===== src/rtl/intc_cmd_pkg.sv =====
package intc_cmd_pkg;

  typedef enum logic [2:0] {
    STEP_OP   = 3'd0,
    STEP_FAIL = 3'd1,
    STEP_W2   = 3'd2,
    STEP_W3   = 3'd3,
    STEP_W4   = 3'd4
  } step_e;

  localparam int B_START    = 4;
  localparam int B_SINGLE   = 1;
  localparam int B_NEED4    = 0;
  localparam int B_UPM      = 0;
  localparam int B_AEOI     = 1;
  localparam int B_SFNM     = 4;
  localparam int B_KIND3    = 3;
  localparam int B_ROT      = 7;
  localparam int B_SL       = 6;
  localparam int B_EOI      = 5;
  localparam int B_SMM_EN   = 6;
  localparam int B_SMM      = 5;
  localparam int B_POLL     = 2;
  localparam int B_RDSEL_EN = 1;
  localparam int B_RDSEL    = 0;

endpackage


===== src/rtl/icd_init_seq.sv =====
module icd_init_seq
  import intc_cmd_pkg::*;
#(
  parameter bit IS_MASTER = 1'b1,
  parameter int DATA_W    = 8,
  parameter int LVL_W     = 3,
  localparam int BASE_W   = DATA_W - LVL_W
) (
  input  logic              clk,
  input  logic              rst_n,
  input  logic              wr_en,
  input  logic              wr_odd,
  input  logic [DATA_W-1:0] wr_data,
  output logic              ready,
  output logic [BASE_W-1:0] vec_base,
  output logic              aeoi_en,
  output logic              sfn_en,
  output logic              start_hit,
  output logic              mask_we,
  output logic              op_we
);

  step_e             step_q, step_d;
  logic              ready_q, ready_d;
  logic [BASE_W-1:0] base_q, base_d;
  logic              aeoi_q, aeoi_d;
  logic              sfn_q, sfn_d;
  logic              bad_start;

  always_comb begin
    start_hit = wr_en && !wr_odd && wr_data[B_START];
    op_we     = wr_en && !wr_odd && !wr_data[B_START] && ready_q;
    mask_we   = wr_en && wr_odd && (step_q == STEP_OP || step_q == STEP_FAIL);
    bad_start = wr_data[B_SINGLE] || !wr_data[B_NEED4];
  end

  always_comb begin
    step_d  = step_q;
    ready_d = ready_q;
    base_d  = base_q;
    aeoi_d  = aeoi_q;
    sfn_d   = sfn_q;
    if (start_hit) begin
      ready_d = 1'b0;
      step_d  = bad_start ? STEP_FAIL : STEP_W2;
    end else if (wr_en && wr_odd) begin
      case (step_q)
        STEP_W2: begin
          base_d = wr_data[DATA_W-1:LVL_W];
          step_d = STEP_W3;
        end
        STEP_W3: step_d = STEP_W4;
        STEP_W4: begin
          if (wr_data[B_UPM]) begin
            aeoi_d  = wr_data[B_AEOI];
            sfn_d   = IS_MASTER && wr_data[B_SFNM];
            ready_d = 1'b1;
            step_d  = STEP_OP;
          end
        end
        default: step_d = step_q;
      endcase
    end
  end

  always_ff @(posedge clk or negedge rst_n) begin
    if (!rst_n) begin
      step_q  <= STEP_OP;
      ready_q <= 1'b0;
      base_q  <= '0;
      aeoi_q  <= 1'b0;
      sfn_q   <= 1'b0;
    end else begin
      step_q  <= step_d;
      ready_q <= ready_d;
      base_q  <= base_d;
      aeoi_q  <= aeoi_d;
      sfn_q   <= sfn_d;
    end
  end

  assign ready    = ready_q;
  assign vec_base = base_q;
  assign aeoi_en  = aeoi_q;
  assign sfn_en   = sfn_q;

  a_r3_bad_start_halts: assert property (@(posedge clk) disable iff (!rst_n)
    (wr_en && !wr_odd && wr_data[B_START] && (wr_data[B_SINGLE] || !wr_data[B_NEED4]))
    |=> (step_q == STEP_FAIL && !ready_q));

  a_r5_ready_from_mode_word: assert property (@(posedge clk) disable iff (!rst_n)
    $rose(ready_q) |-> $past(wr_en && wr_odd && step_q == STEP_W4 && wr_data[B_UPM]));

  a_r4_seq_order: assert property (@(posedge clk) disable iff (!rst_n)
    (step_q == STEP_W4) |-> $past(step_q == STEP_W3 || step_q == STEP_W4));

endmodule


===== src/rtl/icd_op_regs.sv =====
module icd_op_regs
  import intc_cmd_pkg::*;
#(
  parameter int DATA_W = 8,
  parameter int LVL_W  = 3
) (
  input  logic              clk,
  input  logic              rst_n,
  input  logic              start_hit,
  input  logic              mask_we,
  input  logic              op_we,
  input  logic              poll_take,
  input  logic [DATA_W-1:0] wr_data,
  output logic [DATA_W-1:0] mask,
  output logic              smm_en,
  output logic              sel_isr,
  output logic              poll_armed,
  output logic              init_stb,
  output logic              cmd_stb,
  output logic              cmd_rot,
  output logic              cmd_sl,
  output logic              cmd_eoi,
  output logic [LVL_W-1:0]  cmd_lvl
);

  logic [DATA_W-1:0] mask_q, mask_d;
  logic              smm_q, smm_d, sel_q, sel_d, poll_q, poll_d;
  logic              init_q, init_d, stb_q, stb_d;
  logic              rot_q, sl_q, eoi_q;
  logic [LVL_W-1:0]  lvl_q;
  logic              is_cmd3;

  always_comb begin
    is_cmd3 = op_we && wr_data[B_KIND3];
    mask_d  = mask_q;
    smm_d   = smm_q;
    sel_d   = sel_q;
    poll_d  = poll_q;
    if (poll_take) poll_d = 1'b0;
    if (mask_we)   mask_d = wr_data;
    if (is_cmd3) begin
      if (wr_data[B_SMM_EN]) smm_d = wr_data[B_SMM];
      if (wr_data[B_RDSEL_EN]) begin
        sel_d  = wr_data[B_RDSEL];
        poll_d = wr_data[B_POLL];
      end
    end
    if (start_hit) begin
      mask_d = '0;
      smm_d  = 1'b0;
      sel_d  = 1'b0;
      poll_d = 1'b0;
    end
    init_d = start_hit;
    stb_d  = op_we && !wr_data[B_KIND3];
  end

  always_ff @(posedge clk or negedge rst_n) begin
    if (!rst_n) begin
      mask_q <= '0;
      smm_q  <= 1'b0;
      sel_q  <= 1'b0;
      poll_q <= 1'b0;
      init_q <= 1'b0;
      stb_q  <= 1'b0;
    end else begin
      mask_q <= mask_d;
      smm_q  <= smm_d;
      sel_q  <= sel_d;
      poll_q <= poll_d;
      init_q <= init_d;
      stb_q  <= stb_d;
    end
  end

  always_ff @(posedge clk or negedge rst_n) begin
    if (!rst_n) begin
      rot_q <= 1'b0;
      sl_q  <= 1'b0;
      eoi_q <= 1'b0;
      lvl_q <= '0;
    end else if (stb_d) begin
      rot_q <= wr_data[B_ROT];
      sl_q  <= wr_data[B_SL];
      eoi_q <= wr_data[B_EOI];
      lvl_q <= wr_data[LVL_W-1:0];
    end
  end

  assign mask       = mask_q;
  assign smm_en     = smm_q;
  assign sel_isr    = sel_q;
  assign poll_armed = poll_q;
  assign init_stb   = init_q;
  assign cmd_stb    = stb_q;
  assign cmd_rot    = rot_q;
  assign cmd_sl     = sl_q;
  assign cmd_eoi    = eoi_q;
  assign cmd_lvl    = lvl_q;

  a_r2_start_clears: assert property (@(posedge clk) disable iff (!rst_n)
    start_hit |=> (mask_q == '0 && !poll_q && !smm_q && !sel_q && init_q));

  a_r6_cmd_has_cause: assert property (@(posedge clk) disable iff (!rst_n)
    stb_q |-> $past(op_we && !wr_data[B_KIND3]));

  a_r8_poll_disarms: assert property (@(posedge clk) disable iff (!rst_n)
    (poll_take && !op_we && !start_hit) |=> !poll_q);

endmodule


===== src/rtl/icd_read_port.sv =====
module icd_read_port #(
  parameter int DATA_W = 8,
  parameter int LVL_W  = 3
) (
  input  logic              clk,
  input  logic              rst_n,
  input  logic              rd_en,
  input  logic              rd_odd,
  input  logic              poll_armed,
  input  logic              sel_isr,
  input  logic [DATA_W-1:0] mask,
  input  logic [DATA_W-1:0] irr_in,
  input  logic [DATA_W-1:0] isr_in,
  input  logic              best_valid,
  input  logic [LVL_W-1:0]  best_lvl,
  output logic              poll_take,
  output logic [DATA_W-1:0] rd_data,
  output logic              ack_stb,
  output logic [LVL_W-1:0]  ack_lvl
);

  localparam logic [DATA_W-1:0] POLL_HIT = {1'b1, {(DATA_W-1){1'b0}}};

  logic [DATA_W-1:0] data_q, data_d;
  logic              ack_q, ack_d;
  logic [LVL_W-1:0]  lvl_q;

  always_comb begin
    poll_take = rd_en && poll_armed;
    ack_d     = poll_take && best_valid;
    data_d    = data_q;
    if (poll_take) begin
      data_d = best_valid ? (POLL_HIT | DATA_W'(best_lvl)) : '0;
    end else if (rd_en) begin
      if (rd_odd)       data_d = mask;
      else if (sel_isr) data_d = isr_in;
      else              data_d = irr_in;
    end
  end

  always_ff @(posedge clk or negedge rst_n) begin
    if (!rst_n) begin
      data_q <= '0;
      ack_q  <= 1'b0;
      lvl_q  <= '0;
    end else begin
      data_q <= data_d;
      ack_q  <= ack_d;
      if (ack_d) lvl_q <= best_lvl;
    end
  end

  assign rd_data = data_q;
  assign ack_stb = ack_q;
  assign ack_lvl = lvl_q;

  a_r8_ack_has_cause: assert property (@(posedge clk) disable iff (!rst_n)
    ack_q |-> $past(rd_en && poll_armed && best_valid));

  a_r8_poll_flag_set: assert property (@(posedge clk) disable iff (!rst_n)
    ack_q |-> data_q[DATA_W-1]);

endmodule


===== src/rtl/intc_cmd_decoder.sv =====
module intc_cmd_decoder #(
  parameter bit IS_MASTER = 1'b1,
  parameter int LEVELS    = 8,
  localparam int LVL_W    = $clog2(LEVELS),
  localparam int DATA_W   = LEVELS,
  localparam int BASE_W   = DATA_W - LVL_W
) (
  input  logic              clk,
  input  logic              rst_n,
  input  logic              wr_en,
  input  logic              rd_en,
  input  logic              addr_odd,
  input  logic [DATA_W-1:0] wr_data,
  input  logic [DATA_W-1:0] irr_in,
  input  logic [DATA_W-1:0] isr_in,
  input  logic              best_valid,
  input  logic [LVL_W-1:0]  best_lvl,
  output logic [DATA_W-1:0] rd_data,
  output logic              ready,
  output logic [BASE_W-1:0] vec_base,
  output logic              aeoi_en,
  output logic              sfn_en,
  output logic              smm_en,
  output logic [DATA_W-1:0] mask_out,
  output logic              init_stb,
  output logic              cmd_stb,
  output logic              cmd_rot,
  output logic              cmd_sl,
  output logic              cmd_eoi,
  output logic [LVL_W-1:0]  cmd_lvl,
  output logic              ack_stb,
  output logic [LVL_W-1:0]  ack_lvl
);

  logic start_hit, mask_we, op_we, poll_take, poll_armed, sel_isr;

  icd_init_seq #(.IS_MASTER(IS_MASTER), .DATA_W(DATA_W), .LVL_W(LVL_W)) u_seq (
    .clk(clk), .rst_n(rst_n), .wr_en(wr_en), .wr_odd(addr_odd), .wr_data(wr_data),
    .ready(ready), .vec_base(vec_base), .aeoi_en(aeoi_en), .sfn_en(sfn_en),
    .start_hit(start_hit), .mask_we(mask_we), .op_we(op_we)
  );

  icd_op_regs #(.DATA_W(DATA_W), .LVL_W(LVL_W)) u_regs (
    .clk(clk), .rst_n(rst_n), .start_hit(start_hit), .mask_we(mask_we),
    .op_we(op_we), .poll_take(poll_take), .wr_data(wr_data), .mask(mask_out),
    .smm_en(smm_en), .sel_isr(sel_isr), .poll_armed(poll_armed),
    .init_stb(init_stb), .cmd_stb(cmd_stb), .cmd_rot(cmd_rot), .cmd_sl(cmd_sl),
    .cmd_eoi(cmd_eoi), .cmd_lvl(cmd_lvl)
  );

  icd_read_port #(.DATA_W(DATA_W), .LVL_W(LVL_W)) u_rd (
    .clk(clk), .rst_n(rst_n), .rd_en(rd_en), .rd_odd(addr_odd),
    .poll_armed(poll_armed), .sel_isr(sel_isr), .mask(mask_out),
    .irr_in(irr_in), .isr_in(isr_in), .best_valid(best_valid), .best_lvl(best_lvl),
    .poll_take(poll_take), .rd_data(rd_data), .ack_stb(ack_stb), .ack_lvl(ack_lvl)
  );

  a_r10_idle_no_cmd: assert property (@(posedge clk) disable iff (!rst_n)
    (wr_en && !addr_odd && !wr_data[4] && !ready) |=> (!cmd_stb && !init_stb));

endmodule


===== config.mk =====
export PLATFORM = sky130hd
export DESIGN_NAME = intc_cmd_decoder
export DESIGN_NICKNAME = d
export VERILOG_FILES = /design/src/rtl/intc_cmd_pkg.sv /design/src/rtl/icd_init_seq.sv /design/src/rtl/icd_op_regs.sv /design/src/rtl/icd_read_port.sv /design/src/rtl/intc_cmd_decoder.sv
export SDC_FILE = /design/constraint.sdc
export NUM_CORES = 1
export LEC_CHECK = 0
export ABC_AREA = 1
export BUFFER_PORTS_ARGS = -buffer_cell sky130_fd_sc_hd__buf_2
export CAP_MARGIN = 20
export CORE_ASPECT_RATIO = 1.2
export CORE_MARGIN = 1.5
export CORE_UTILIZATION = 44
export CTS_CLUSTER_SIZE = 40
export DETAILED_ROUTE_END_ITERATION = 16
export GPL_TIMING_DRIVEN = 1
export PLACE_DENSITY = 0.72
export SYNTH_ARGS = -nofsm -noshare
export SYNTH_HDL_FRONTEND = slang
export SYNTH_SLANG_ARGS = --single-unit
export TNS_END_PERCENT = 30

===== constraint.sdc =====
create_clock -name clk -period 0.9 [get_ports clk]
set_input_delay 0.135 -clock clk [delete_from_list [all_inputs] [get_ports clk]]
set_output_delay 0.135 -clock clk [all_outputs]
set_load 0.005 [all_outputs]

# Word-level counts from Yosys, hierarchy flattened
# Cells that the tools add are included.
dict set report totals {
  latch_bits 0
  n_memories 0
  wordCells 82
  mem_bits_rw 0
  out_inout_bits 37
  register_bits 42
  rom_bits 0
}
dict set report classes {
  n_mux 26
  order_cmp 0
  shifts 0
  addsub 0
  eq_ne 5
  mul 0
  reduce_logical 32
  bitwise 1
  n_div 0
}
# operator count
set op_table {}
lappend op_table {{$mux 8} 7}
lappend op_table {{$reduce_bool 2->1} 8}
lappend op_table {{$mux 1} 14}
lappend op_table {{$logic_and 1x1->1} 10}
lappend op_table {{$mux 3} 3}
lappend op_table {{$pmux 3 s3} 1}
lappend op_table {{$reduce_and 3->1} 3}
lappend op_table {{$eq 3x2->1 const B} 2}
lappend op_table {{$logic_not 1->1} 4}
lappend op_table {{$reduce_and 2->1} 2}
lappend op_table {{$reduce_and 4->1} 1}
lappend op_table {{$reduce_bool 4->1} 1}
lappend op_table {{$eq 3x1->1 const B} 1}
lappend op_table {{$eq 3x3->1 const B} 1}
lappend op_table {{$logic_not 3->1} 1}
lappend op_table {{$ne 3x2->1 const B} 1}
lappend op_table {{$logic_or 1x1->1} 2}
lappend op_table {{$mux 2} 1}
lappend op_table {{$not 1->1} 1}

# Logic depth before layout (Yosys ltp)
# Gate-level depths: netlist (run 1).
dict set report depth {
  ltp_word 7
  depth_mapped 7
  ltp_nobuf 7
}

# Modules after synthesis
# A second synthesis (run 1) with hierarchy kept.
dict set report hier_totals {
  hier_cells 246
  hier_area_um2 2015.7
}
# mod n_inst cells_per_inst area_per_inst_um2 seq_area_each_um2
set modules_own_cells {}
lappend modules_own_cells {icd_op_regs 1 84 814.5 475.5}
lappend modules_own_cells {icd_read_port 1 92 661.9 300.3}
lappend modules_own_cells {icd_init_seq 1 70 539.3 275.3}

# Worst setup path before layout (run 1)
# No wires, ideal clock.
dict set report synth_timing {
  path_kind {flip-flop to flip-flop}
  from {register u_regs.sel_q (netlist: u_regs.sel_isr)}
  to {register u_rd.data_q[0] (netlist: u_rd.rd_data[0])}
  required_ns 0.823
  stages_incl_launch_ff 7
  slack_ns -0.103
  n_path_buf 1
  arrival_time_ns 0.926
  cell_sequence {dfrtp_1 > buf_2 > inv_1 > nand2_1 > nand3_1 > nand2_1 > a21oi_1}
}
dict set report synth_via {
  elab_chain_cells 4
}
# element line_no
set synth_rtl {}
lappend synth_rtl {{start: declaration} icd_op_regs.sv:27} ;# logic smm_q, smm_d, sel_q, sel_d, poll_q, poll_d;
lappend synth_rtl {{start signal: assignment} icd_op_regs.sv:69} ;# sel_q <= sel_d;
lappend synth_rtl {{$mux 8} icd_read_port.sv:36} ;# else if (sel_isr) data_d = isr_in;
lappend synth_rtl {{$mux 8} icd_read_port.sv:35} ;# if (rd_odd) data_d = mask;
lappend synth_rtl {{$mux 8} icd_read_port.sv:34} ;# end else if (rd_en) begin
lappend synth_rtl {{$mux 8} icd_read_port.sv:32} ;# if (poll_take) begin
lappend synth_rtl {{end signal: assignment} icd_read_port.sv:47} ;# data_q <= data_d;
lappend synth_rtl {{end: declaration} icd_read_port.sv:24} ;# logic [DATA_W-1:0] data_q, data_d;
# No other way between the ends. The select of a mux whose other input is x is not followed.
# A chain may end at the register's enable or synchronous reset.

# Worst setup path in the final report (run 1)
dict set report layout_timing {
  from {register u_seq.step_q[2]}
  to {register u_seq.step_q[2]}
}
dict set report layout_via {
  elab_chain_cells 4
}
# element line_no
set layout_rtl {}
lappend layout_rtl {{start: declaration} icd_init_seq.sv:23} ;# step_e step_q, step_d;
lappend layout_rtl {{start signal: assignment} icd_init_seq.sv:74} ;# step_q <= step_d;
lappend layout_rtl {{$eq 3x3->1 or $eq 3x2->1 (tied branches)} icd_init_seq.sv:47} ;# case (step_q)
lappend layout_rtl {{$pmux 3 s3} icd_init_seq.sv:47}
lappend layout_rtl {{$mux 3} icd_init_seq.sv:46} ;# end else if (wr_en && wr_odd) begin
lappend layout_rtl {{$mux 3} icd_init_seq.sv:43} ;# if (start_hit) begin
# Parallel ways exist; a longest one is shown, timed or not. The select of a mux whose other input is x is not followed.

==> results of run 1 <==
[cell usage in the layout, fill, tap and decap left out, types with 3 or more instances in the layout]
master     n
clkbuf_8   6
nor2_1     6
nand4_1    4
nand3_1   15
nand2_1   54
inv_2      6
o21ai_2   11
o21ai_1    9
o211ai_1   5
nand2_2   20
dfrtp_1   39
a21oi_1    7
nor2_4     5
buf_2     68
nand3_4    3
inv_1     20
nand2_4    8
dfrtp_2    3
buf_4     23
a21oi_2    4
nand3_2    9
buf_6     10
[kinds of logic (layout without fill, tap and decap cells)]
family | Yosys count | after routing | synth area share [%]
AND/OR/NAND/NOR | 124 | 128 | 27.5
flip-flops | 42 | 42 | 53.0
AO/OA/AOI/OAI | 39 | 39 | 11.7
buffers and inverters | 34 | 139 | 7.70
[timing repair]
item | 4_1_cts | 5_1_grt
endpoints found under the setup margin | 77 | 77
endpoints found under the hold margin | 42 | 0
gates resized for setup | 50 | 38
pin swaps | 14 | 21
cloned | 4 | 0
buffers inserted | 2 | 1
hold buffers | 1 | 0
[registers in the layout (all words and copies together) (netlist names), 3 cells and up]
| signal | flops |
|---|---|
| u_regs.mask | 8 |
| u_rd.ack_lvl | 3 |
| u_seq.step_q | 3 |
| u_seq.vec_base | 5 |
| u_regs.cmd_lvl | 3 |
| u_rd.rd_data | 8 |
[routing by layer]
| metal | share of wire [%] | vias up | global-route usage, % |
|---|---|---|---|
| li1 | - | 998 | - |
| met1 | 42 | 930 | 30.6 |
| met2 | 51 | 73 | 38.4 |
| met3 | 5.4 | 10 | 4.73 |
| met4 | 1.5 | 0 | 7.87 |
| met5 | 0 | - | 0 |
[final timing paths]
check	from	to	slack (ns)
max	u_seq.step_q[2]$_DFFE_PN0P_	u_seq.step_q[2]$_DFFE_PN0P_	-0.22
min	best_lvl[0]	u_rd.ack_lvl[0]$_DFFE_PN0P_	0.06
max reg2reg	u_seq.step_q[2]$_DFFE_PN0P_	u_seq.step_q[2]$_DFFE_PN0P_	-0.22
min reg2reg	u_rd.ack_lvl[2]$_DFFE_PN0P_	u_rd.ack_lvl[2]$_DFFE_PN0P_	0.48
max in group asynchronous	rst_n	u_seq.step_q[2]$_DFFE_PN0P_	0.34
min in group asynchronous	rst_n	u_rd.rd_data[6]$_DFFE_PN0P_	0.34
[worst register-to-register path: cells and delay by family (launching register included)]
family	cells	cell delay (ns)
compound gates	1	0.06
flops	1	0.46
simple gates	4	0.48
[metrics by stage]
| step | cells | power [mW] |
|---|---|---|
| after floorplan | 239 | 3.81 |
| after global placement | 389 | 4.80 |
| after detailed placement | 389 | 4.84 |
| after CTS | 403 | 6.79 |
| after global routing | 404 | 7.63 |
| final | 404 | 7.20 |
[area by class of cell]
cell class | instances | area, µm²
Fill cell | 340 | 1220
Multi-Input combinational cell | 167 | 1070
Sequential cell | 42 | 1050
Timing Repair Buffer | 103 | 656
Inverter | 29 | 114
Clock buffer | 6 | 82.6
Tap cell | 56 | 70.1
Clock inverter | 1 | 30.0
[power groups by stage]
stage	Sequential, mW	Clock, mW	Combinational (mW)
6_report	2.95	1.52	2.74
3_5_place_dp	2.87	0	1.98
3_3_place_gp	2.87	0	1.93
5_1_grt	3.00	1.63	3.00
4_1_cts	2.88	1.54	2.37
2_1_floorplan	2.89	0	0.918
==> metrics, run 1 <==
Antenna Nets Post-Route=0; setup tns final=-6.57 ns; Reg power frac=40.9%; first-pass iteration count of the detailed router=4; total gr overflow=0; Setup violations, final=76; CP delay by family, top=simple AND/OR/NAND/NOR gates; Sw Ratio=35.3%; EDFF count, synth=0; library cells used by synthesis=20; Startpoint Class=flop; Total Routing Usage GR=23.4%; largest net degree at the start of global routing=43; Crit Path Class=flop to flop; share of layout cells above drive strength 1=53.4%; I/O pin count=70; CP Capture Type=flop; Area Growth Syn to Fin=55.3%; Mapped Avg Cell Area=8.29 µm²; most frequent cell after synthesis=nand2_1; clk_skew=0.00467 ns; CP Cell Sequence=nand2_2 -> nor2_4 -> nand2_8 -> nand2_2 -> a21oi_2; Comb pwr share=38.0%; Sink Count=42; Worst path depth=5; Final nets=381; Synth area leader=dfrtp_1; top_reg_cell synth=dfrtp_1; clk_lat worst skew=0.29 ns; slew margin rel.=80.2%; Synth Cell Area=1980 µm²; Clk pwr share=21.1%; status=complete, but fails checks; hpwl dp=3680 µm; via count=2011; row count=26; first-pass GRT wire length=8940 µm; TritonCTS clock tree=built; Seq cells post-synth=42; Post-synth ARST share=100%; violated checks=negative setup slack; Synth top cells by count=77 x nand2_1, 42 x dfrtp_1, 27 x inv_1; Die Width=64.3 µm; Core Box Area=4290 µm²; number of H-tree levels=2; WL/cell=14.2 µm; Max-Cap Viols=0; Pint=4.66 mW; cell area after layout=3080 µm²; total placed instance area=2610 µm²; CTS max path bufs=2; Die Height=76.5 µm; drt total wl=5720 µm; post-layout min period=1.12 ns; largest cells by area after synthesis=dfrtp_1 53%, nand2_1 15%, nand3_1 6.1%, inv_1 5.1%, a21oi_1 2.8%; Seq/Total Area, Yosys=53.0%; Bufs and invs on worst path=0; Detailed Route Iter0 Violations=89; P_sw=2.54 mW; Worst EP arrival=1.29 ns; Top cell by count, worst path=nand2_2; I/O Buffers=69; GP Congestion=0.900; Num CTS Buffers=5; total die area=4920 µm²; DRC=0; fin crit share=124%; dpl ws=-0.195 ns; Fmax=0.894 GHz; crit path max-delay cell type=dfrtp_2; required time worst endpoint=1.07 ns; number of diodes=0; antenna violations before repair=0; DR vias/cell=4.98; PD cells=2340 nW/µm²; Min-Delay Path Depth=3; effective utilization at floorplan=46.2%; root buffer cell=clkbuf_8; Worst Reg-to-Reg Cells=5; Pleak=1.66 nW; Final Max Slew Viols=0; Fin. Hold Viols=0; post-synth net total=272; Cells after Synth=239; Min-Delay Path Class=input pin to flop; vias in the first global route=1931; Worst Tran Pin Value=0.297 ns; unrepaired setup endpoints after global routing=true; final worst slack=-0.219 ns; clock-pin slew on the worst setup and hold paths=0.08 ns; Ys Warns=0; worst-path fanout max=5; worst hold margin=0.0609 ns; maximum VDD drop=1.65 mV; post-synth top area share=53.0%; Finished Core Util=71.7%; Max stage delay on crit path=0.46 ns
Note: power is estimated with default switching activity, not from simulation.
==> run 2, diff against run 1 <==
Settings changed: ABC_AREA 1 to unset.
==> metrics, run 2 <==
crit path max-delay cell type=dfrtp_2; DR vias/cell=4.96; final worst slack=-0.508 ns; Mapped Avg Cell Area=10.8 µm²; Pleak=1.52 nW; Cells after Synth=177; hpwl dp=3510 µm; total die area=4750 µm²; largest net degree at the start of global routing=43; Post-synth ARST share=100%; clock-pin slew on the worst setup and hold paths=0.08 ns; Detailed Route Iter0 Violations=75; Area Growth Syn to Fin=54.6%; CP Capture Type=flop; fillers=329; Finished Core Util=69.9%; Setup violations, final=77; share of layout cells above drive strength 1=55.6%; via count=1732; clk_lat worst skew=0.29 ns; vias in the first global route=1673; Num CTS Buffers=5; most frequent cell after synthesis=dfrtp_1; Bufs and invs on worst path=0; root buffer cell=clkbuf_8; Final Max Slew Viols=0; row count=26; slew margin rel.=76.9%; EDFF count, synth=0; post-synth top area share=55.0%; top_reg_cell synth=dfrtp_1; post-synth net total=210; PD cells=2140 nW/µm²; total placed instance area=2580 µm²; most frequent cells in the layout=69 x buf_2, 40 x dfrtp_1, 30 x buf_4; Die Width=63.2 µm; maximum VDD drop=1.33 mV; Worst Tran Pin Value=0.343 ns; first-pass GRT wire length=7570 µm; number of H-tree levels=2; Synth top cells by count=42 x dfrtp_1, 20 x nand2_1, 15 x mux2_2, 15 x nor2_1, 12 x mux2i_1; Worst EP arrival=1.64 ns; Startpoint Class=flop; Final nets=325; Synth area leader=dfrtp_1; number of diodes=0; Ys Warns=0; Seq cells post-synth=42; Max-Cap Viols=0; CP Cell Sequence=or3b_4 -> a31o_4 -> nor2_4 -> o22a_1; CP delay by family, top=simple AND/OR/NAND/NOR gates; Min-Delay Path Class=input pin to flop; CTS max path bufs=2; first-pass iteration count of the detailed router=4; Synth Cell Area=1910 µm²; Total Routing Usage GR=21.1%; largest cells by area after synthesis=dfrtp_1 55%, mux2_2 8.8%, mux2i_1 6.3%, nand2_1 3.9%, nor2_1 2.9%; Fmax=0.710 GHz; I/O pin count=70; fin crit share=156%; non-filler cells in the finished layout=349; effective utilization at floorplan=45.2%; Antenna Nets Post-Route=0; Crit Path Class=flop to flop; Multi-input gate area=940 µm²; clk_skew=0.00283 ns; required time worst endpoint=1.13 ns; post-layout min period=1.41 ns; violated checks=negative setup slack; placed insts=330; library cells used by synthesis=29; antenna violations before repair=0; Die Height=75.2 µm; cell area after layout=2960 µm²; commonest non-fill, non-tap cell in the layout=buf_2; Core Box Area=4230 µm²; status=complete, but fails checks; TritonCTS clock tree=built; Max stage delay on crit path=0.45 ns; drt total wl=4880 µm; Sink Count=42; Seq/Total Area, Yosys=55.0%; unrepaired setup endpoints after global routing=true; Fin. Hold Viols=0; DRC=0; WL/cell=14.0 µm; total gr overflow=0; register area=1050 µm²; GP Congestion=0.797; I/O Buffers=69; worst-path fanout max=4; worst hold margin=0.0884 ns; dpl ws=-0.537 ns
-- run 2: cell types whose count changed after synthesis, sizes merged, moves of 4 or more --
cell    delta
a31oi      +4
clkbuf     +4
inv       -20
mux2      +15
mux2i     +12
nand2     -61
nand2b     +7
nand3     -22
nand4      -4
o211ai     -4
o21ai     -10
-- run 2: path summary, 6_finish.rpt --
kind                                        startpoint                          end  slack [ns]  cells after the start
setup / recovery           u_seq.step_q[0]$_DFFE_PN0P_  u_seq.step_q[0]$_DFFE_PN0P_       -0.51                      4
hold / removal                              wr_data[7]   u_regs.mask[7]$_DFFE_PN0P_        0.09                      3
setup reg to reg           u_seq.step_q[0]$_DFFE_PN0P_  u_seq.step_q[0]$_DFFE_PN0P_       -0.51                      4
hold reg to reg              u_regs.cmd_sl$_DFFE_PN0P_    u_regs.cmd_sl$_DFFE_PN0P_        0.51                      2
max in group asynchronous                        rst_n  u_seq.step_q[2]$_DFFE_PN0P_        0.35                      3
min in group asynchronous                        rst_n   u_regs.cmd_rot$_DFFE_PN0P_        0.34                      3
-- run 2: report_power, final --
part | switching, mW | internal (mW) | total [mW] | leakage, nW
Combinational | 0.962 | 1.37 | 2.33 | 0.927
Sequential | 0.371 | 2.36 | 2.73 | 0.549
Clock | 0.639 | 0.616 | 1.26 | 0.0472
-- run 2: what timing repair did --
action                                 in CTS  in global routing
gates resized for setup                    42                 11
endpoints found under the hold margin      42                  0
setup endpoints to repair                  77                 77
buffers inserted                            8                  2
hold buffers                                1                  0
pin swaps                                  13                  8
-- run 2: area by class of cell --
type / count / area share [%]
multi-input combinational: 120 / 31.8
clock buffer: 6 / 2.79
tap: 56 / 2.37
clock inverter: 2 / 0.423
inverter: 8 / 1.02
timing repair buffer: 115 / 26.0
sequential: 42 / 35.6
-- run 2: cell families after synthesis --
kind of cell | synth area share [%]
simple gates | 17.2
buf+inv | 3.08
flops | 55.0
mux | 15.1
compound gates | 9.62
-- run 2: metal layers --
metal | part of all wire (%) | routed length, µm | vias up | GRT usage, %
met2 | 53 | 2600 | 56 | 40.1
li1 | - | - | 850 | -
met5 | 0 | 0 | - | 0
met4 | 1.7 | 82 | 0 | 8.21
met1 | 39 | 1900 | 817 | 23.0
met3 | 6.2 | 302 | 9 | 5.38
-- run 2: stage by stage --
step	total power, mW	TNS, ns
after floorplan	3.50	-12.32
after global routing	6.67	-17.30
after detailed placement	4.45	-13.29
final	6.32	-14.08
after CTS	6.25	-14.61
after global placement	4.38	-12.37
-- run 2: tightest hold or removal path: cells and delay by family --
kind,cells,cell delay (ns)
AOI/OAI and AO/OA,1,0.04
buffers and inverters,1,0.13
and+or+nand+nor,1,0.05
